<file path="config.mk">
export PLATFORM = sky130hd
export DESIGN_NAME = evt_irq_ctl
export DESIGN_NICKNAME = d
export VERILOG_FILES = /design/src/rtl/evt_irq_ctl.sv
export SDC_FILE = /design/constraint.sdc
export NUM_CORES = 1
export LEC_CHECK = 0
export ABC_AREA = 1
export CAP_MARGIN = 20
export CORE_UTILIZATION = 43
export CTS_CLUSTER_SIZE = 24
export DETAILED_ROUTE_END_ITERATION = 10
export PLACE_DENSITY = 0.83
export SLEW_MARGIN = 5
export SYNTH_ARGS = -nofsm -noshare
export SYNTH_HDL_FRONTEND = slang
export SYNTH_SLANG_ARGS = --single-unit
</file>
<file path="constraint.sdc">
create_clock -name clk -period 1.6 [get_ports clk]
set_input_delay 0.16 -clock clk [delete_from_list [all_inputs] [get_ports clk]]
set_output_delay 0.16 -clock clk [all_outputs]
set_load 0.01 [all_outputs]
</file>
<file path="src/rtl/evt_irq_ctl.sv">
module evt_irq_ctl #(
  parameter int CNT_W = 32
) (
  input  logic             clk,
  input  logic             rst_n,
  input  logic [5:0]       evt_i,
  input  logic [CNT_W-1:0] cnt_i,
  input  logic             en_we,
  input  logic [6:0]       en_wdata,
  input  logic             clr_we,
  input  logic [7:0]       clr_wdata,
  input  logic             frc_we,
  input  logic [6:0]       frc_wdata,
  output logic [6:0]       en_o,
  output logic [7:0]       flag_o,
  output logic             irq_o
);
  logic [CNT_W-1:0] cnt_prev;
  logic [6:0] en_q, evf_q, hw_set, clr_ev, frc_ev;
  logic       gflag_q, irq_q, wrap, fire, clr_g;

  assign wrap   = (&cnt_prev) && (cnt_i == '0);
  assign hw_set = {evt_i[5], evt_i[4], wrap, evt_i[3:0]};
  assign clr_ev = clr_we ? clr_wdata[7:1] : 7'd0;
  assign clr_g  = clr_we & clr_wdata[0];
  assign frc_ev = frc_we ? frc_wdata : 7'd0;
  assign fire   = !gflag_q && |(evf_q & en_q);

  always_ff @(posedge clk or negedge rst_n) begin
    if (!rst_n) begin
      cnt_prev <= '0;
      en_q     <= '0;
      evf_q    <= '0;
      gflag_q  <= 1'b0;
      irq_q    <= 1'b0;
    end else begin
      cnt_prev <= cnt_i;
      if (en_we) en_q <= en_wdata;
      evf_q    <= (evf_q & ~clr_ev) | hw_set | frc_ev;
      gflag_q  <= (gflag_q & ~clr_g) | fire;
      irq_q    <= fire;
    end
  end

  assign en_o   = en_q;
  assign flag_o = {evf_q, gflag_q};
  assign irq_o  = irq_q;
endmodule

</file>
==> impl_results.md, run 1 <==
- Avg Cell Area, Syn: 10.98 um^2
- DIE HEIGHT: 65.32 um
- Std cell rows: 22
- Flop2flop setup slack: slightly above 0.6 ns
- Pre-CTS WS: 0.2255 ns
- YS warnings: 0
- Netlist Area Pre-Place: 1724 um^2
- TritonCTS buffer count: 5
- Final hold slack: 0.3261 ns
- Via count: roughly 1400
- Pin count of the biggest net entering global routing: 26
- GP Congestion: 0.8377
- Cells after Synth: 157
- Worst vdd ir: roughly 0.7 mV
- Routed Wire Length: 3914 um
- Drt wl/cell: 13.36 um
- Width of the die: 65.32 um
- Worst-case clock buffer depth: 2
- Worst min path class: input port to flip-flop
- Crit path max fanout: 3
- Hold worst-path end: cnt_prev[2]
- Clock H-tree levels: 2
- CP top delay family: buffers and inverters
- Worst hold start: cnt_i[2]
- PostCTS Resize Cnt: 0
- Fin crit share: 0.8924
- Crit path largest cell delay: 0.57 ns
- Cell area after layout: 2678 um^2
- Clk Latency, worst-skew pair: 0.29 ns
- Setup-failing EPs final: 0
- GRT overflow: 0
- Startpoint types: flip-flop
- Max-Cap Viols: 0
- Power Dens Cells: 931.9 nW/um^2
- Setup WS post-layout: 0.1722 ns
- Most frequent cells in the layout: clkdlybuf4s50_1 (79), nand2_1 (48), dfrtp_1 (48)
- Initial antenna violation count: 0
- Fin crit period: 1.428 ns
- Final Max Tran Viols: 0
- Worst Hold Depth: 1
- Via-to-Cell Ratio: 4.724
- Vias in the first global route: 1439
- Total Power: about 2.5 mW
- Outcome: finished, final reports clean
- Layout cell share with drive strength beyond 1: 0.07347
- Endpoint of the worst register-to-register path: gflag_q
- Pleak: 1.179 nW
- Remaining DRCs: 0
- Net count, final: between 300 and 400
- Commonest non-fill, non-tap cell in the layout: clkdlybuf4s50_1
- N_diodes: 0
- CP bufs+invs: 1
- Syn nets: 222
- Num Clock Sinks: 48
- HPWL Detailed: 3175 um
- Flops & latches, synth: 48
- CTS hold repair buffers: 1
- Placed cell count: around 280
- Core Box Area: 3744 um^2
- Syn-to-layout area delta: 55.30%
- Max Freq: 700.4 MHz
- Fin. Hold Viols: 0
- Final std cells w/o fill: 293
- Final core area utilization: 0.7152
- Io pins: 81
- Count of cell types in the netlist: 11
- Critical-path cell list: clkdlybuf4s50_1
- DR iter-0 viols: 33
- Setup TNS: 0 ns
- Number of setup buffers added after CTS: 0
- Gr usage total: 0.2021
- Rel. slew slack: 0.7544
- First-pass GRT wire length: between 6000 and 7000 um
- Detailed Routing Iterations Pass 1: 4
- Worst reg2reg path depth: 6
- PortBufs: 80
- RSZ-0062 raised after global routing: no
- CP max-delay cell: clkdlybuf4s50_1
- Setup crit end kind: output pin
- Crit path kind: flip-flop to output pin
- CP arrival: 1.27 ns
- Initial Utilization: 0.4606
- Antenna Nets Post-Route: 0
- CTS tree: yes
- Required @ worst endpoint: 1.44 ns
- Placed cell area: around 2600 um^2
- Register area share after synthesis: 0.6967
- Root Buffer: clkbuf_8
- Worst slew pin tran: roughly 0.37 ns
- Die ar.: between 4000 and 5000 um^2
- Clock transition at path regs: 0.08 ns
- Clock Skew: 0.008184 ns
- Worst reg2reg path startpoint: evf_q[0]
==> report_power, final <==
part           switching [mW]  internal (mW)  total [mW]
logic                   0.163          0.281       0.444
registers              0.0482           1.31        1.35
clock network           0.389          0.309       0.698
==> layer usage <==
metal  vias to the layer above  track usage  wire length, um  share of wire
li1                        673            -                -              -
met1                       658       0.2287             1451           0.37
met2                        44       0.3776             2229           0.57
met3                         9      0.03299              143          0.037
met4                         0      0.07337               89          0.023
met5                         -            0                0              0
==> synth_stat cells <==
library cell	n	area (um^2)
nor2_1	27	101.4
nand4_1	3	18.77
inv_1	12	45.04
dfrtp_1	48	1201
a221o_1	6	60.06
buf_2	1	5.000
mux2_2	7	78.83
nand2_1	48	180.2
a22o_1	1	8.760
a21oi_1	2	10.01
buf_4	2	15.01
==> kinds of logic after synthesis <==
group / share of synthesized area
AOI/OAI and AO/OA: 0.04572
buffers and inverters: 0.03773
DFF: 0.6967
muxes: 0.04572
and+or+nand+nor: 0.1742
==> state kept, by name, summed over array words and instances (netlist names) <==
register,count
cnt_prev,32
en_o,7
evf_q,7
gflag_q,1
irq_o,1
==> worst max-delay path by stage <==
stage,from,endpoint,slack (ns),cells past startpoint
2_1_floorplan,en_o[4],gflag_q,0.71,6
3_3_place_gp,en_we,en_o[2],0.27,2
3_5_place_dp,en_we,en_o[1],0.23,2
4_1_cts,evf_q[2],flag_o[3],0.16,1
5_1_grt,evf_q[2],flag_o[3],0.12,1
6_report,evf_q[2],flag_o[3],0.17,1
==> layout make-up <==
cell class	instances	area, um^2
clock inverters	3	23.77
repair buffers	83	820.8
flip-flops and latches	48	1201
well taps	48	60.06
clock buffers	5	68.82
fillers	281	1066
inverters	12	45.04
multi-input cells	94	457.9
Power figures use the tool's default switching activity.
==> run 2, diff against run 1 <==
- CORE_UTILIZATION: 43 -> 45
- CTS_BUF_LIST: unset -> sky130_fd_sc_hd__clkbuf_8
- PLACE_DENSITY: 0.83 -> 0.87
==> run 2 against run 1 <==
Global-route usage increased by 2.0 points; design area increased by 1.0%; register-to-register slack barely moved; sequential cell count is the same; via count down 2.1%; power is 7.5% higher; sequential share of layout area decreased by 0.46 points; cell count fell by 0.34%; combinational power barely moved; worst hold slack got worse by 0.016 ns; critical path type unchanged; critical endpoint is now en_o[2].
==> impl_results.md, run 2 (synthesis results as in run 1) <==
- Max-Cap Viols: 0 (unchanged)
- Biggest register: cnt_prev (unchanged)
- Total Power: 2.682 mW (was 2.495 mW)
- Outcome: finished, final reports clean (unchanged)
- M3 GR Usage: 0.04464 (was 0.03299)
- Critical-path cell list: clkdlybuf4s50_1 (unchanged)
- Net count, final: 308 (was 309)
- Routed Wire Length: 3927 um (was 3914 um)
- Switching power: 0.6239 mW (was 0.5997 mW)
- Via count: 1355 (was 1384)
- N_diodes: 0 (unchanged)
- Worst-case clock buffer depth: 2 (unchanged)
- Core Box Area: 3661 um^2 (was 3744 um^2)
- Multi-input gate area: 457.9 um^2 (unchanged)
- Clk Latency, worst-skew pair: 0.31 ns (was 0.29 ns)
- First-pass GRT wire length: 6486 um (was 6361 um)
- Root Buffer: clkbuf_8 (unchanged)
- Vias in the first global route: 1413 (was 1439)
- Initial antenna violation count: 0 (unchanged)
- Flop2flop setup slack: 0.62 ns (was 0.61 ns)
- CP max-delay cell: clkdlybuf4s50_1 (unchanged)
- CP arrival: 1.28 ns (was 1.27 ns)
- Worst Hold Depth: 1 (unchanged)
- Worst min path class: input port to flip-flop (unchanged)
- Via-to-Cell Ratio: 4.640 (was 4.724)
- Power Dens Cells: 991.6 nW/um^2 (was 931.9 nW/um^2)
- TritonCTS buffer count: 5 (unchanged)
- Clock transition at path regs: 0.09 ns (was 0.08 ns)
- Fin crit period: 1.441 ns (was 1.428 ns)
- Crit path kind: flip-flop to output pin (unchanged)
- Met2 Track Usage GR: 0.3777 (was 0.3776)
- Sequential cell area: 1201 um^2 (unchanged)
- Fillers: 258 (was 281)
- CTS tree: yes (unchanged)
- Crit path largest cell delay: 0.57 ns (about the same)
- Clock H-tree levels: 2 (unchanged)
- Die ar.: 4083 um^2 (was 4267 um^2)
- Remaining DRCs: 0 (unchanged)
- Most frequent cells in the layout: clkdlybuf4s50_1 (79), nand2_1 (48), dfrtp_1 (48) (unchanged)
- CP bufs+invs: 1 (unchanged)
- Layout cell share with drive strength beyond 1: 0.06967 (was 0.07347)
- Std cell rows: 22 (unchanged)
- Combinational Power Share: 0.166 (was 0.178)
- Endpoint of the worst register-to-register path: gflag_q (unchanged)
- Worst reg2reg path depth: 6 (unchanged)
- Initial Utilization: 0.4710 (was 0.4606)
- Critical Path Source: en_o[2] (was evf_q[2])
- Final Max Tran Viols: 0 (unchanged)
- Fin crit share: 0.9009 (was 0.8924)
- Hold worst-path end: cnt_prev[2] (unchanged)
- Pin count of the biggest net entering global routing: 27 (was 26)
- Setup TNS: 0 ns (unchanged)
- PostCTS Resize Cnt: 0 (unchanged)
- Num Clock Sinks: 48 (unchanged)
- Fin. Hold Viols: 0 (unchanged)
- Io pins: 81 (unchanged)
- Width of the die: 63.90 um (was 65.32 um)
- Worst reg2reg path startpoint: evf_q[5] (was evf_q[0])
- Drt wl/cell: 13.45 um (was 13.36 um)
- Required @ worst endpoint: 1.44 ns (about the same)
- Startpoint types: flip-flop (unchanged)
- Pleak: 1.193 nW (was 1.179 nW)
- Max reg flops: 32 (unchanged)
- Crit path max fanout: 3 (unchanged)
- GRT overflow: 0 (unchanged)
- CP top delay family: buffers and inverters (unchanged)
- Detailed Routing Iterations Pass 1: 4 (unchanged)
- Flop pwr share: 0.505 (was 0.542)
- GR Layer Usage met1: 0.2527 (was 0.2287)
- Clock power share: 0.329 (was 0.280)
- Setup-failing EPs final: 0 (unchanged)
- Internal power: 2.058 mW (was 1.896 mW)
- Busiest grt layer: met2 (unchanged)
- GP Congestion: 0.7564 (was 0.8377)
- Worst vdd ir: 0.6527 mV (was 0.7050 mV)
- Syn-to-layout area delta: 56.89% (was 55.30%)
- Setup crit end kind: output pin (unchanged)
- Final hold slack: 0.3103 ns (was 0.3261 ns)
- Commonest non-fill, non-tap cell in the layout: clkdlybuf4s50_1 (unchanged)
- Worst slew pin tran: 0.5082 ns (was 0.3672 ns)
- PortBufs: 80 (unchanged)
- Final std cells w/o fill: 292 (was 293)
- RSZ-0062 raised after global routing: no (unchanged)
- Worst hold start: cnt_i[2] (unchanged)
- Placed cell count: 283 (was 284)
- Switching part of the total: 0.2326 (was 0.2403)
- Clock Skew: 0.007898 ns (was 0.008184 ns)
- DIE HEIGHT: 63.90 um (was 65.32 um)
- Gr usage total: 0.2217 (was 0.2021)
- Max Freq: 693.8 MHz (was 700.4 MHz)
- Rel. slew slack: 0.6612 (was 0.7544)
- Antenna Nets Post-Route: 0 (unchanged)
- DR iter-0 viols: 54 (was 33)
- HPWL Detailed: 3074 um (was 3175 um)
==> run 2: cell types whose count changed in the layout (fill, tap and decap cells not counted), sizes merged <==
cell and delta:
buf -1, bufinv +1, clkinv -1, clkinvlp -1, inv +1
==> run 2: routing by layer <==
metal	vias up	share of wire
met5	-	0
met4	0	0.032
met3	10	0.042
met2	42	0.54
met1	635	0.39
li1	668	-
==> run 2: how the worst max path moves through the flow <==
stage,to,slack [ns],cells after the start
5_1_grt,en_o[2],0.10,1
3_3_place_gp,en_o[5],0.26,2
3_5_place_dp,evf_q[1],0.23,3
4_1_cts,en_o[2],0.15,1
2_1_floorplan,gflag_q,0.71,6
6_report,en_o[2],0.16,1
==> run 2: area by class of cell <==
| type | instances | area share |
|---|---|---|
| clock buffers | 5 | 0.02544 |
| inverters | 12 | 0.01665 |
| well taps | 48 | 0.02220 |
| multi-input cells | 94 | 0.1693 |
| clock inverters | 3 | 0.01711 |
| repair buffers | 82 | 0.3053 |
| flip-flops and latches | 48 | 0.4440 |
==> run 2: what timing repair did <==
| action | 4_1_cts | 5_1_grt |
|---|---|---|
| setup buffers | 0 | 0 |
| hold buffers | 1 | 0 |
| hold endpoints to repair | 22 | 0 |
==> run 2: power groups by stage <==
stage	Combinational (mW)	Sequential [mW]	Clock, mW
after floorplan	0.121	1.39	0
after global placement	0.431	1.37	0
after detailed placement	0.448	1.38	0
after CTS	0.451	1.36	0.898
after global routing	0.484	1.37	0.964
final	0.445	1.35	0.882
==> run 2: through the flow <==
step	cell area (um^2)	utilization	worst slack [ns]
final	2705	0.7389	0.1586
after global routing	2705	0.7389	0.1018
after CTS	2705	0.7389	0.1455
after detailed placement	2580	0.7047	0.2274
after global placement	2580	0.7047	0.2558
after floorplan	1724	-	0.7052
